[src/rtl/dfifo_pkg.sv]
package dfifo_pkg;

    localparam logic [7:0] REASON_FUNC_DONE = 8'h08;
    localparam logic [7:0] RSP_FLAG_VALUE   = 8'h02;
    localparam logic [2:0] PHASE_DATA_OUT   = 3'b000;

    typedef enum logic [2:0] {
        OP_NONE,
        OP_LOAD_RSP,
        OP_POP,
        OP_EMPTY_READ,
        OP_PUSH,
        OP_DROP_OVR,
        OP_CAPTURE,
        OP_DROP_CMD
    } fifo_op_e;

endpackage

[src/rtl/dfifo_store.sv]
module dfifo_store #(
    parameter int DEPTH = 16,
    parameter int W     = 8,
    localparam int PTR_W = $clog2(DEPTH)
) (
    input  logic             clk,
    input  logic             rst_n,
    input  logic             wr_en,
    input  logic [PTR_W-1:0] wr_ptr,
    input  logic [W-1:0]     wr_data,
    input  logic             preset_en,
    input  logic [W-1:0]     preset_byte,
    input  logic [PTR_W-1:0] rd_ptr,
    output logic [W-1:0]     rd_data
);

    logic [W-1:0] slot_q [DEPTH];

    for (genvar i = 0; i < DEPTH; i++) begin : g_slot
        logic [W-1:0] slot_d;
        always_comb begin
            slot_d = slot_q[i];
            if (preset_en) begin
                if (i == 0) begin
                    slot_d = preset_byte;
                end else if (i == 1) begin
                    slot_d = '0;
                end
            end else if (wr_en && (wr_ptr == PTR_W'(i))) begin
                slot_d = wr_data;
            end
        end
        always_ff @(posedge clk or negedge rst_n) begin
            if (!rst_n) begin
                slot_q[i] <= '0;
            end else begin
                slot_q[i] <= slot_d;
            end
        end
    end

    assign rd_data = slot_q[rd_ptr];

endmodule

[src/rtl/dfifo_cmdbuf.sv]
module dfifo_cmdbuf #(
    parameter int DEPTH = 32,
    parameter int W     = 8,
    localparam int IDX_W = $clog2(DEPTH)
) (
    input  logic             clk,
    input  logic             rst_n,
    input  logic             wr_en,
    input  logic [IDX_W-1:0] wr_idx,
    input  logic [W-1:0]     wr_data,
    input  logic [IDX_W-1:0] rd_idx,
    output logic [W-1:0]     rd_data
);

    logic [W-1:0] byte_q [DEPTH];

    for (genvar i = 0; i < DEPTH; i++) begin : g_byte
        logic [W-1:0] byte_d;
        always_comb begin
            byte_d = byte_q[i];
            if (wr_en && (wr_idx == IDX_W'(i))) begin
                byte_d = wr_data;
            end
        end
        always_ff @(posedge clk or negedge rst_n) begin
            if (!rst_n) begin
                byte_q[i] <= '0;
            end else begin
                byte_q[i] <= byte_d;
            end
        end
    end

    assign rd_data = byte_q[rd_idx];

endmodule

[src/rtl/dfifo_cmd_capture.sv]
module dfifo_cmd_capture
    import dfifo_pkg::*;
#(
    parameter int DEPTH     = 16,
    parameter int CMD_DEPTH = 32,
    parameter int W         = 8,
    localparam int PTR_W    = $clog2(DEPTH),
    localparam int CNT_W    = $clog2(DEPTH + 1),
    localparam int CIDX_W   = $clog2(CMD_DEPTH),
    localparam int CLEN_W   = $clog2(CMD_DEPTH + 1)
) (
    input  logic              clk,
    input  logic              rst_n,
    input  logic              reg_wr,
    input  logic              reg_rd,
    input  logic [W-1:0]      reg_wdata,
    output logic [W-1:0]      reg_rdata,
    input  logic              capture_en,
    input  logic [2:0]        phase,
    input  logic              rsp_load,
    input  logic [W-1:0]      rsp_status,
    input  logic              flush,
    output logic              irq,
    output logic [CNT_W-1:0]  fifo_count,
    output logic              overrun,
    output logic [CLEN_W-1:0] cmd_len,
    input  logic [CIDX_W-1:0] cmd_idx,
    output logic [W-1:0]      cmd_byte,
    output logic [7:0]        int_reason,
    output logic [7:0]        flag_bits
);

    typedef struct packed {
        logic [PTR_W-1:0]  rptr;
        logic [PTR_W-1:0]  wptr;
        logic [CNT_W-1:0]  count;
        logic [W-1:0]      rdata;
        logic              overrun;
        logic [CLEN_W-1:0] cmd_len;
        logic              cap_prev;
        logic              irq;
        logic [7:0]        reason;
        logic [7:0]        flags;
    } state_t;

    localparam logic [CNT_W-1:0]  COUNT_LIMIT = CNT_W'(DEPTH - 1);
    localparam logic [CLEN_W-1:0] CMD_FULL    = CLEN_W'(CMD_DEPTH);

    state_t   state_q, state_d;
    fifo_op_e op;

    logic              cap_start;
    logic [CLEN_W-1:0] cmd_len_eff;
    logic [W-1:0]      head_byte;
    logic              store_wr;
    logic              cmd_wr;

    function automatic logic [PTR_W-1:0] ptr_inc(input logic [PTR_W-1:0] p);
        return (p == PTR_W'(DEPTH - 1)) ? '0 : p + 1'b1;
    endfunction

    // Classify the single operation performed this cycle.
    always_comb begin
        cap_start   = capture_en && !state_q.cap_prev;
        cmd_len_eff = cap_start ? '0 : state_q.cmd_len;
        op          = OP_NONE;
        if (rsp_load) begin
            op = OP_LOAD_RSP;
        end else if (reg_rd) begin
            op = (state_q.count != '0) ? OP_POP : OP_EMPTY_READ;
        end else if (reg_wr) begin
            if (capture_en) begin
                op = (cmd_len_eff < CMD_FULL) ? OP_CAPTURE : OP_DROP_CMD;
            end else begin
                op = (state_q.count == COUNT_LIMIT) ? OP_DROP_OVR : OP_PUSH;
            end
        end
    end

    // Next-state computation.
    always_comb begin
        state_d          = state_q;
        state_d.irq      = 1'b0;
        state_d.cap_prev = capture_en;
        state_d.cmd_len  = cmd_len_eff;
        store_wr         = 1'b0;
        cmd_wr           = 1'b0;

        if (flush) begin
            state_d.reason  = REASON_FUNC_DONE;
            state_d.flags   = '0;
            state_d.overrun = 1'b0;
        end

        unique case (op)
            OP_LOAD_RSP: begin
                state_d.rptr  = '0;
                state_d.wptr  = PTR_W'(2);
                state_d.count = CNT_W'(2);
                state_d.flags = RSP_FLAG_VALUE;
                state_d.irq   = 1'b1;
            end
            OP_POP: begin
                state_d.count = state_q.count - 1'b1;
                state_d.irq   = 1'b1;
                if (phase == PHASE_DATA_OUT) begin
                    state_d.rdata = '0;
                end else begin
                    state_d.rdata = head_byte;
                    state_d.rptr  = ptr_inc(state_q.rptr);
                end
                if (state_q.count == CNT_W'(1)) begin
                    state_d.rptr = '0;
                    state_d.wptr = '0;
                end
            end
            OP_PUSH: begin
                store_wr      = 1'b1;
                state_d.wptr  = ptr_inc(state_q.wptr);
                state_d.count = state_q.count + 1'b1;
            end
            OP_DROP_OVR: begin
                state_d.overrun = 1'b1;
            end
            OP_CAPTURE: begin
                cmd_wr          = 1'b1;
                state_d.cmd_len = cmd_len_eff + 1'b1;
            end
            OP_EMPTY_READ, OP_DROP_CMD, OP_NONE: begin
            end
            default: begin
            end
        endcase
    end

    always_ff @(posedge clk or negedge rst_n) begin
        if (!rst_n) begin
            state_q <= '0;
        end else begin
            state_q <= state_d;
        end
    end

    dfifo_store #(
        .DEPTH (DEPTH),
        .W     (W)
    ) u_store (
        .clk         (clk),
        .rst_n       (rst_n),
        .wr_en       (store_wr),
        .wr_ptr      (state_q.wptr),
        .wr_data     (reg_wdata),
        .preset_en   (rsp_load),
        .preset_byte (rsp_status),
        .rd_ptr      (state_q.rptr),
        .rd_data     (head_byte)
    );

    dfifo_cmdbuf #(
        .DEPTH (CMD_DEPTH),
        .W     (W)
    ) u_cmdbuf (
        .clk     (clk),
        .rst_n   (rst_n),
        .wr_en   (cmd_wr),
        .wr_idx  (cmd_len_eff[CIDX_W-1:0]),
        .wr_data (reg_wdata),
        .rd_idx  (cmd_idx),
        .rd_data (cmd_byte)
    );

    assign reg_rdata  = state_q.rdata;
    assign irq        = state_q.irq;
    assign fifo_count = state_q.count;
    assign overrun    = state_q.overrun;
    assign cmd_len    = state_q.cmd_len;
    assign int_reason = state_q.reason;
    assign flag_bits  = state_q.flags;

    AST_COUNT_BOUND: assert property (@(posedge clk) disable iff (!rst_n)
        fifo_count <= COUNT_LIMIT);
    AST_CMD_BOUND: assert property (@(posedge clk) disable iff (!rst_n)
        cmd_len <= CMD_FULL);
    AST_EMPTY_PTRS: assert property (@(posedge clk) disable iff (!rst_n)
        (fifo_count == '0) |-> (state_q.rptr == '0 && state_q.wptr == '0));
    AST_POP_IRQ: assert property (@(posedge clk) disable iff (!rst_n)
        (reg_rd && !rsp_load && fifo_count != '0) |=> irq);
    AST_NO_SPURIOUS_IRQ: assert property (@(posedge clk) disable iff (!rst_n)
        (!rsp_load && !(reg_rd && fifo_count != '0)) |=> !irq);
    AST_CAPTURE_HOLDS_COUNT: assert property (@(posedge clk) disable iff (!rst_n)
        (reg_wr && capture_en && !reg_rd && !rsp_load) |=> $stable(fifo_count));
    AST_NO_OVERFLOW: assert property (@(posedge clk) disable iff (!rst_n)
        (reg_wr && !capture_en && !reg_rd && !rsp_load && fifo_count == COUNT_LIMIT)
        |=> (overrun && fifo_count == COUNT_LIMIT));
    AST_RSP_LOAD: assert property (@(posedge clk) disable iff (!rst_n)
        rsp_load |=> (fifo_count == CNT_W'(2) && flag_bits == RSP_FLAG_VALUE && irq));

endmodule

[config.mk]
export PLATFORM = sky130hd
export DESIGN_NAME = dfifo_cmd_capture
export DESIGN_NICKNAME = d
export VERILOG_FILES = /design/src/rtl/dfifo_pkg.sv /design/src/rtl/dfifo_store.sv /design/src/rtl/dfifo_cmdbuf.sv /design/src/rtl/dfifo_cmd_capture.sv
export SDC_FILE = /design/constraint.sdc
export NUM_CORES = 1
export LEC_CHECK = 0
export ABC_AREA = 1
export BUFFER_PORTS_ARGS = -buffer_cell sky130_fd_sc_hd__buf_2
export CAP_MARGIN = 20
export CORE_ASPECT_RATIO = 0.6
export CORE_MARGIN = 5
export CORE_UTILIZATION = 65
export DETAILED_ROUTE_END_ITERATION = 10
export PLACE_DENSITY = 0.83
export SYNTH_ARGS = -nofsm -noshare
export SYNTH_HDL_FRONTEND = slang
export SYNTH_SLANG_ARGS = --single-unit
[constraint.sdc]
create_clock -name clk -period 3.4 [get_ports clk]
set_input_delay 0.68 -clock clk [delete_from_list [all_inputs] [get_ports clk]]
set_output_delay 0.68 -clock clk [all_outputs]
set_load 0.03 [all_outputs]
==> results.py, run 1 <==
metrics = {
    "timing": {
        "fin_hold_ws_ns": 0.1417,
        "tightest_slew_ns": 0.9886,
        "hold_viol": 0,
        "layout_min_cycle_time_ns": 3.186,
        "fin_worst_skew_ns": 0.02639,
        "slew_viol_final": 0,
        "slew_headroom_pct": 34.02,
        "fmax_ghz": 0.3139,
        "finalSetupTns_ns": 0,
        "rsz0062_at_grt": "false",
        "setup_viol": 0,
        "finalCritPeriodShare_pct": 93.71,
        "setup_slack_ns": 0.2140,
    },
    "global_route": {
        "grt-ovfl-total": 0,
        "grt_pass1_vias": 17908,
        "grt_max_degree": 81,
        "grt_pass1_wl_mm": 101.1,
        "grt_usage_pct": 36.12,
        "antenna_found_initial": 2,
    },
    "cells_and_area": {
        "antenna_cells": 0,
        "syn_to_final_growth_pct": 8.893,
        "seqCellArea_um2": 10410,
        "layout-drive-gt1-share_pct": 8.940,
        "final_util_pct": 71.80,
        "multi_input_area_um2": 9055,
        "fillers": 2353,
        "nNetsFinal": 2736,
    },
    "worst_setup_path": {
        "critPathMaxFanout": 38,
        "path_buf_inv": 4,
        "r2r_end": "u_store.slot_q[40]$_DFFE_PN0P_",
        "cp.arrival_ns": 2.51,
        "reg2reg_from": "fifo_count[0]$_DFFE_PN0P_",
        "crit_type": "in -> out",
        "endpoint_kind": "primary output",
        "cp-start-kind": "primary input",
        "path_cells": "buf_4 -> clkinv_2 -> buf_12 -> nand2_1 -> nand3_1 -> nand2_1 -> a21oi_1 -> o31ai_1 -> a21oi_1 -> buf_2",
        "crit_slowest_cell": "a21oi_1",
        "required_ns": 2.72,
        "path_delay_family": "compound AO/OA/AOI/OAI gates",
        "r2r_slack_ns": 0.34,
        "worst-path-stages": 10,
        "max_stage_delay_ns": 0.32,
        "crit_start": "cmd_idx[0]",
        "crit_end": "cmd_byte[5]",
        "reg2regPathDepth": 13,
    },
    "pwr": {
        "power.switching_mw": 3.274,
        "power.ir.vdd_worst_mv": 0.4094,
        "p_comb_share_pct": 14.4,
        "p_per_area_nw_per_um2": 507.4,
        "p_leak_nw": 11.65,
        "p_seq_share_pct": 46.3,
        "p_total_mw": 11.37,
        "p_sw_share_pct": 28.79,
        "pwr-share-clk_pct": 39.2,
        "p_int_mw": 8.098,
    },
    "clock_network": {
        "postCtsSetupBuffers": 0,
        "cts.sinks": 416,
        "post_cts_resized": 0,
        "htree_num_levels": 2,
        "ctsHoldBuffers": 0,
        "ctsRootBufferMaster": "clkbuf_16",
        "numCtsBuffers": 38,
        "clockBufferDepth": 3,
        "cts_tree": "built",
        "clk_pin_slew_ns": 0.07,
        "clock_latency_ns": 0.56,
    },
    "synth": {
        "ys_seq_area_share_pct": 50.58,
        "synth_area_per_cell_um2": 7.601,
        "netlist_instances": 2708,
        "synth_warnings": 0,
        "synth_compound_area_share_pct": 7.678,
        "synth_cell_type_count": 39,
        "synth_xor_area_share_pct": 0.3830,
        "ys_ff_latch": 416,
        "synth_area_um2": 20580,
        "synth_fa_ha_area_share_pct": 0.9726,
        "synth_top_family_by_area": "simple AND/OR/NAND/NOR gates",
        "synth-simple-area-share_pct": 34.71,
        "synthMuxAreaShare_pct": 0,
    },
    "routing": {
        "vias": 19245,
        "drc": 0,
        "ant_nets": 0,
        "routed_wl_mm": 63.66,
        "wl_per_cell_um": 20.31,
        "dr.pass1.iters": 8,
        "drt_iter0_drc": 3082,
        "viasPerCell": 6.141,
    },
    "floorplan": {
        "die_y_um": 147.8,
        "dieArea_um2": 35440,
        "coreArea_um2": 31220,
        "pin_count": 76,
        "start_util_pct": 65.93,
        "chipWidth_um": 239.7,
        "rows": 50,
    },
    "run_status": {
        "status": "complete, no violations",
    },
    "place": {
        "port_buffers": 61,
        "place.gp.congestion": 0.9892,
        "dp_worst_setup_slack_ns": 0.2682,
        "dp_hpwl_mm": 41.75,
    },
    "flow_run": {
        "maxCapViolations": 0,
    },
    "worst_hold_path": {
        "hold_path_class": "in -> async",
    },
}
==> layout by cell type, fill, tap and decap left out, types with 41 or more instances in the layout <==
master / netlist / routed
o21ai_0: 159 / 159
inv_1: 58 / 57
o21ai_1: 64 / 64
buf_2: 20 / 59
a21oi_1: 57 / 57
clkbuf_16: 0 / 41
nor2_1: 88 / 88
nand3_1: 253 / 253
nand2_1: 1293 / 1293
dfrtp_1: 416 / 415
==> power by group through the flow <==
stage          logic, mW  clock network (mW)  registers [mW]
5_1_grt             1.78                4.68            5.29
4_1_cts             1.60                4.48            5.27
3_3_place_gp        1.54                   0            5.35
6_report            1.64                4.46            5.27
2_1_floorplan       1.10                   0            5.32
3_5_place_dp        1.58                   0            5.35
==> per-layer routing <==
layer  vias up  global-route usage (%)  share of wire (%)  routed length [um]
met1      9181                   54.65                 41               25790
met4         2                   10.49                2.6                1665
met5         -                       0              0.014                   9
li1       8533                       -                  -                   -
met3       146                   13.37                 16               10130
met2      1383                   48.88                 41               26070
==> worst min-delay path by stage <==
stage,startpoint,endpoint,slack [ns],depth (start not counted)
after floorplan,rst_n,cmd_len[0]$_DFF_PN0_,0.38,0
after detailed placement,int_reason[3]$_DFFE_PN0P_,int_reason[3]$_DFFE_PN0P_,0.45,1
after global placement,flag_bits[1]$_DFFE_PN0P_,flag_bits[1]$_DFFE_PN0P_,0.45,2
final,rst_n,u_store.slot_q[63]$_DFFE_PN0P_,0.14,1
after CTS,rst_n,u_cmdbuf.byte_q[130]$_DFFE_PN0P_,0.14,1
after global routing,rst_n,u_cmdbuf.byte_q[130]$_DFFE_PN0P_,0.18,1
==> sequential cells by signal (all words and copies together) (netlist names) <==
register,flops
u_cmdbuf.byte_q,256
u_store.slot_q,128
state_q,9
reg_rdata,8
cmd_len,6
fifo_count,5
flag_bits,1
int_reason,1
irq,1
overrun,1
==> worst register-to-register path, delay by kind of cell, from the launching register on <==
family                   cells  cell delay [ns]
AND/OR/NAND/NOR              7             1.18
adder cells (fa/ha/maj)      2             0.41
flip-flops                   1             0.44
buffers and inverters        3             0.52
AO/OA/AOI/OAI                1             0.40
==> cell type report <==
cell class / count / share of cell area (%)
multi-input combinational: 2049 / 40.40
clock buffer: 59 / 5.236
sequential: 416 / 46.45
clock inverter: 10 / 0.4745
tap: 416 / 2.322
inverter: 70 / 1.178
timing repair buffer: 114 / 3.936
==> cell families (layout without fill, tap and decap cells) <==
| family | after synthesis | after routing |
|---|---|---|
| xor+xnor | 9 | 9 |
| other cells | 1 | 14 |
| simple gates | 1705 | 1705 |
| fa+ha+maj | 16 | 16 |
| buf+inv | 256 | 253 |
| compound gates | 305 | 305 |
| flops | 416 | 416 |
==> synthesized netlist by cell type, drive strengths merged <==
master  instances  area, um^2
nand4           4       25.02
a21oi          57       285.3
xnor2           3       26.28
dfrtp         416       10410
o21ai         223        1116
o21bai          1       7.510
a22o            1       8.760
nand3         257        1306
nand3b          3       22.52
nor3           26       334.1
a31oi           3       18.77
buf            78       498.0
o22ai           5       31.28
o31ai           8       60.06
xor2            6       52.55
nand2        1316        5037
nor2           95       392.9
ha             16       200.2
and3            1       6.260
clkbuf        108       405.4
o211ai          7       52.55
or2             3       18.77
inv            67       251.5
clkinv          3       11.26
conb            1       3.750
==> metrics by stage <==
stage                     instances  area, um^2
final                          3134       22410
after global routing           3134       22410
after CTS                      3134       22410
after detailed placement       3065       21130
after global placement         3065       21130
after floorplan                2721       20630
No activity file was read; power rests on OpenSTA's default activity.
==> run 2, diff against run 1 <==
--- a/config.mk
+++ b/config.mk
@@ -11,8 +11,10 @@
 export CORE_ASPECT_RATIO = 0.6
 export CORE_MARGIN = 5
 export CORE_UTILIZATION = 65
+export CTS_CLUSTER_SIZE = 30
 export DETAILED_ROUTE_END_ITERATION = 10
 export PLACE_DENSITY = 0.83
 export SYNTH_ARGS = -nofsm -noshare
 export SYNTH_HDL_FRONTEND = slang
+export SYNTH_HIERARCHICAL = 1
 export SYNTH_SLANG_ARGS = --single-unit
==> run 2 against run 1 <==
  * First-iteration DRC count shrank 10%
  * Synthesized cell count shrank 3.2%
  * Global-route usage shrank 3.8 points
  * Combinational power shrank 21%
  * Clock skew shrank 0.019 ns
  * Maximum frequency grew 0.18%
  * Count of clock-buffer cells in the layout grew 3
  * Setup slack gained 0.0058 ns
  * Routed wire length shrank 9.9%
  * Clock power shrank 0.9%
  * Via count shrank 6.5%
  * Die area shrank 0.77%
  * Largest power group unchanged
  * Highest routed layer unchanged
==> results.py, run 2 <==
metrics = {
    "place": {
        "place.gp.congestion": 0.9302,
        "port_buffers": 61,
        "dp_hpwl_mm": 36.50,
        "dp_worst_setup_slack_ns": 0.3079,
    },
    "clock_network": {
        "clockBufferDepth": 3,
        "clk_pin_slew_ns": 0.06,
        "post_cts_resized": 0,
        "numCtsBuffers": 39,
        "htree_num_levels": 2,
        "ctsHoldBuffers": 0,
        "postCtsSetupBuffers": 0,
        "clock_latency_ns": 0.54,
        "cts_tree": "built",
        "cts.sinks": 416,
        "ctsRootBufferMaster": "clkbuf_16",
    },
    "flow_run": {
        "maxCapViolations": 0,
    },
    "synth": {
        "synth.area.top_cells": "dfrtp_1, nand2_1, o21ai_0",
        "synth_area_per_cell_um2": 7.791,
        "synth.most_common_cell": "nand2_1",
        "ys_ff_latch": 416,
        "ys_seq_area_share_pct": 51.00,
        "synth_cell_type_count": 35,
        "synth_area_um2": 20410,
        "synth_common_cells": "nand2_1, dfrtp_1, o21ai_0",
        "async_flop_share_pct": 100.0,
        "synth_edf_count": 0,
        "synth_top_area_share_pct": 51.00,
        "synth_top_flop_cell": "dfrtp_1",
        "synth_warnings": 6,
        "netlist_instances": 2620,
        "yosys.area.top_type": "dfrtp_1",
    },
    "routing": {
        "dr.pass1.iters": 6,
        "viasPerCell": 5.951,
        "wl_per_cell_um": 18.97,
        "top_layer_used": "met5",
        "drt_iter0_drc": 2762,
        "dr_wl_met2_mm": 23.59,
        "drc": 0,
        "ant_nets": 0,
        "wl_met3_mm": 8.689,
        "wl_met1_mm": 24.09,
        "vias": 17995,
        "routed_wl_mm": 57.36,
    },
    "timing": {
        "slew_viol_final": 0,
        "setup_viol": 0,
        "rsz0062_at_grt": "false",
        "finalSetupTns_ns": 0,
        "hold_viol": 0,
        "fmax_ghz": 0.3145,
        "slew_headroom_pct": 35.12,
        "tightest_slew_ns": 0.9721,
        "finalCritPeriodShare_pct": 93.53,
        "layout_min_cycle_time_ns": 3.180,
        "setup_slack_ns": 0.2198,
        "fin_worst_skew_ns": 0.007149,
    },
    "worst_setup_path": {
        "cp-start-kind": "flip-flop",
        "crit_type": "reg -> reg",
        "reg2regPathDepth": 15,
        "r2r_slack_ns": 0.22,
        "r2r_end": "u_cmdbuf/byte_q[255]$_DFFE_PN0P_",
        "cp.arrival_ns": 3.58,
        "reg2reg_from": "fifo_count[0]$_DFFE_PN0P_",
        "endpoint_kind": "flip-flop",
        "required_ns": 3.80,
        "critPathMaxFanout": 16,
    },
    "cells_and_area": {
        "nNetsFinal": 2621,
        "layout-drive-gt1-share_pct": 8.627,
        "antenna_cells": 0,
        "largest_reg_flops": 256,
        "syn_to_final_growth_pct": 6.859,
        "regMostFlops": "u_cmdbuf/byte_q",
        "final_common_cell": "nand2_1",
        "layout_common_cells": "nand2_1, dfrtp_1, o21ai_0",
        "reg.largest.list": "u_cmdbuf/byte_q (256), u_store/slot_q (128), state_q (9)",
    },
    "pwr": {
        "p_int_mw": 7.925,
        "p_sw_share_pct": 27.06,
        "pwr-share-clk_pct": 40.7,
        "power.ir.vdd_worst_mv": 0.3280,
        "p_comb_share_pct": 11.8,
        "p_leak_nw": 10.42,
        "p_seq_share_pct": 47.5,
        "p_per_area_nw_per_um2": 498.1,
        "p_total_mw": 10.87,
        "power.switching_mw": 2.940,
    },
    "global_route": {
        "grt_pass1_vias": 16526,
        "grt_usage_pct": 32.30,
        "grt_pass1_wl_mm": 90.75,
        "grt_max_degree": 89,
        "antenna_found_initial": 1,
        "grt-ovfl-total": 0,
    },
    "floorplan": {
        "start_util_pct": 65.65,
        "die_y_um": 147.3,
        "dieArea_um2": 35170,
        "rows": 50,
        "chipWidth_um": 238.8,
        "pin_count": 76,
        "coreArea_um2": 31090,
    },
    "run_status": {
        "status": "complete, no violations",
    },
    "worst_hold_path": {
        "hold_path_class": "in -> async",
    },
}
run 2: cell types whose count changed in the layout (fill, tap and decap cells not counted), sizes merged, moves of 9 or more:
cell,delta
nor3,-20
nor2,-46
o21ai,+177
nand3,+52
inv,+98
a21oi,-47
nand2,-282
buf,-9
run 2: final cells by class:
type	count	area [um^2]
Sequential cell	416	10410
Fill cell	2370	9279
Multi-Input combinational cell	1855	8243
Clock buffer	62	1215
Timing Repair Buffer	105	748.2
Inverter	165	620.6
Tap cell	416	520.5
Clock inverter	5	55.05
run 2: worst max-delay path by stage:
stage	start	end	slack, ns	depth (start not counted)
5_1_grt	fifo_count[0]$_DFFE_PN0P_	u_cmdbuf/byte_q[253]$_DFFE_PN0P_	0.05	14
3_5_place_dp	fifo_count[0]$_DFFE_PN0P_	u_cmdbuf/byte_q[253]$_DFFE_PN0P_	0.31	14
4_1_cts	fifo_count[0]$_DFFE_PN0P_	u_cmdbuf/byte_q[255]$_DFFE_PN0P_	0.26	15
3_3_place_gp	fifo_count[0]$_DFFE_PN0P_	u_cmdbuf/byte_q[250]$_DFFE_PN0P_	0.45	15
6_report	fifo_count[0]$_DFFE_PN0P_	u_cmdbuf/byte_q[255]$_DFFE_PN0P_	0.22	15
2_1_floorplan	fifo_count[0]$_DFFE_PN0P_	u_store/slot_q[71]$_DFFE_PN0P_	0.90	16
run 2: worst max-delay path, cell delays in order, from the launching register on:
cell and delay [ns]:
dfrtp_1 0.44, ha_1 0.25, and3_1 0.15, ha_1 0.18, inv_1 0.07, nand2_1 0.06, nand2_1 0.07, nor2_1 0.06
nor2_4 0.16, nand3_2 0.16, inv_2 0.14, inv_1 0.08, nor2_4 0.41, nand3_1 0.49, nand2_1 0.20, o21ai_0 0.12
run 2: cells by family (layout without fill, tap and decap cells):
family	count (synthesis)	after routing	synth area share (%)
other	1	14	0.01837
and+or+nand+nor	1408	1408	28.49
AOI/OAI and AO/OA	414	414	10.67
buffers and inverters	362	337	8.863
xor gates and xnor gates	11	11	0.4719
adders and majority gates	8	8	0.4904
DFF	416	416	51.00
run 2: routing by layer:
layer  GRT usage, %  vias to the layer above
li1               -                     8238
met1          49.37                     8564
met2          44.43                     1085
met3          12.23                      106
met4          6.336                        2
met5              0                        -
run 2: power groups by stage:
| stage | logic, mW | registers [mW] | clock network, mW |
|---|---|---|---|
| after floorplan | 0.865 | 5.22 | 0 |
| after global placement | 1.22 | 5.24 | 0 |
| after detailed placement | 1.25 | 5.24 | 0 |
| after CTS | 1.26 | 5.16 | 4.43 |
| after global routing | 1.40 | 5.17 | 4.65 |
| final | 1.29 | 5.16 | 4.42 |
run 2: per-stage QoR:
step	cell area [um^2]	hold slack [ns]	instances	utilization, %
3_3_place_gp	20540	0.4407	2957	66.07
3_5_place_dp	20540	0.4586	2957	66.07
6_report	21810	0.1239	3024	70.16
4_1_cts	21810	0.1453	3024	70.16
5_1_grt	21810	0.1798	3024	70.16
2_1_floorplan	20460	0.3844	2633	-
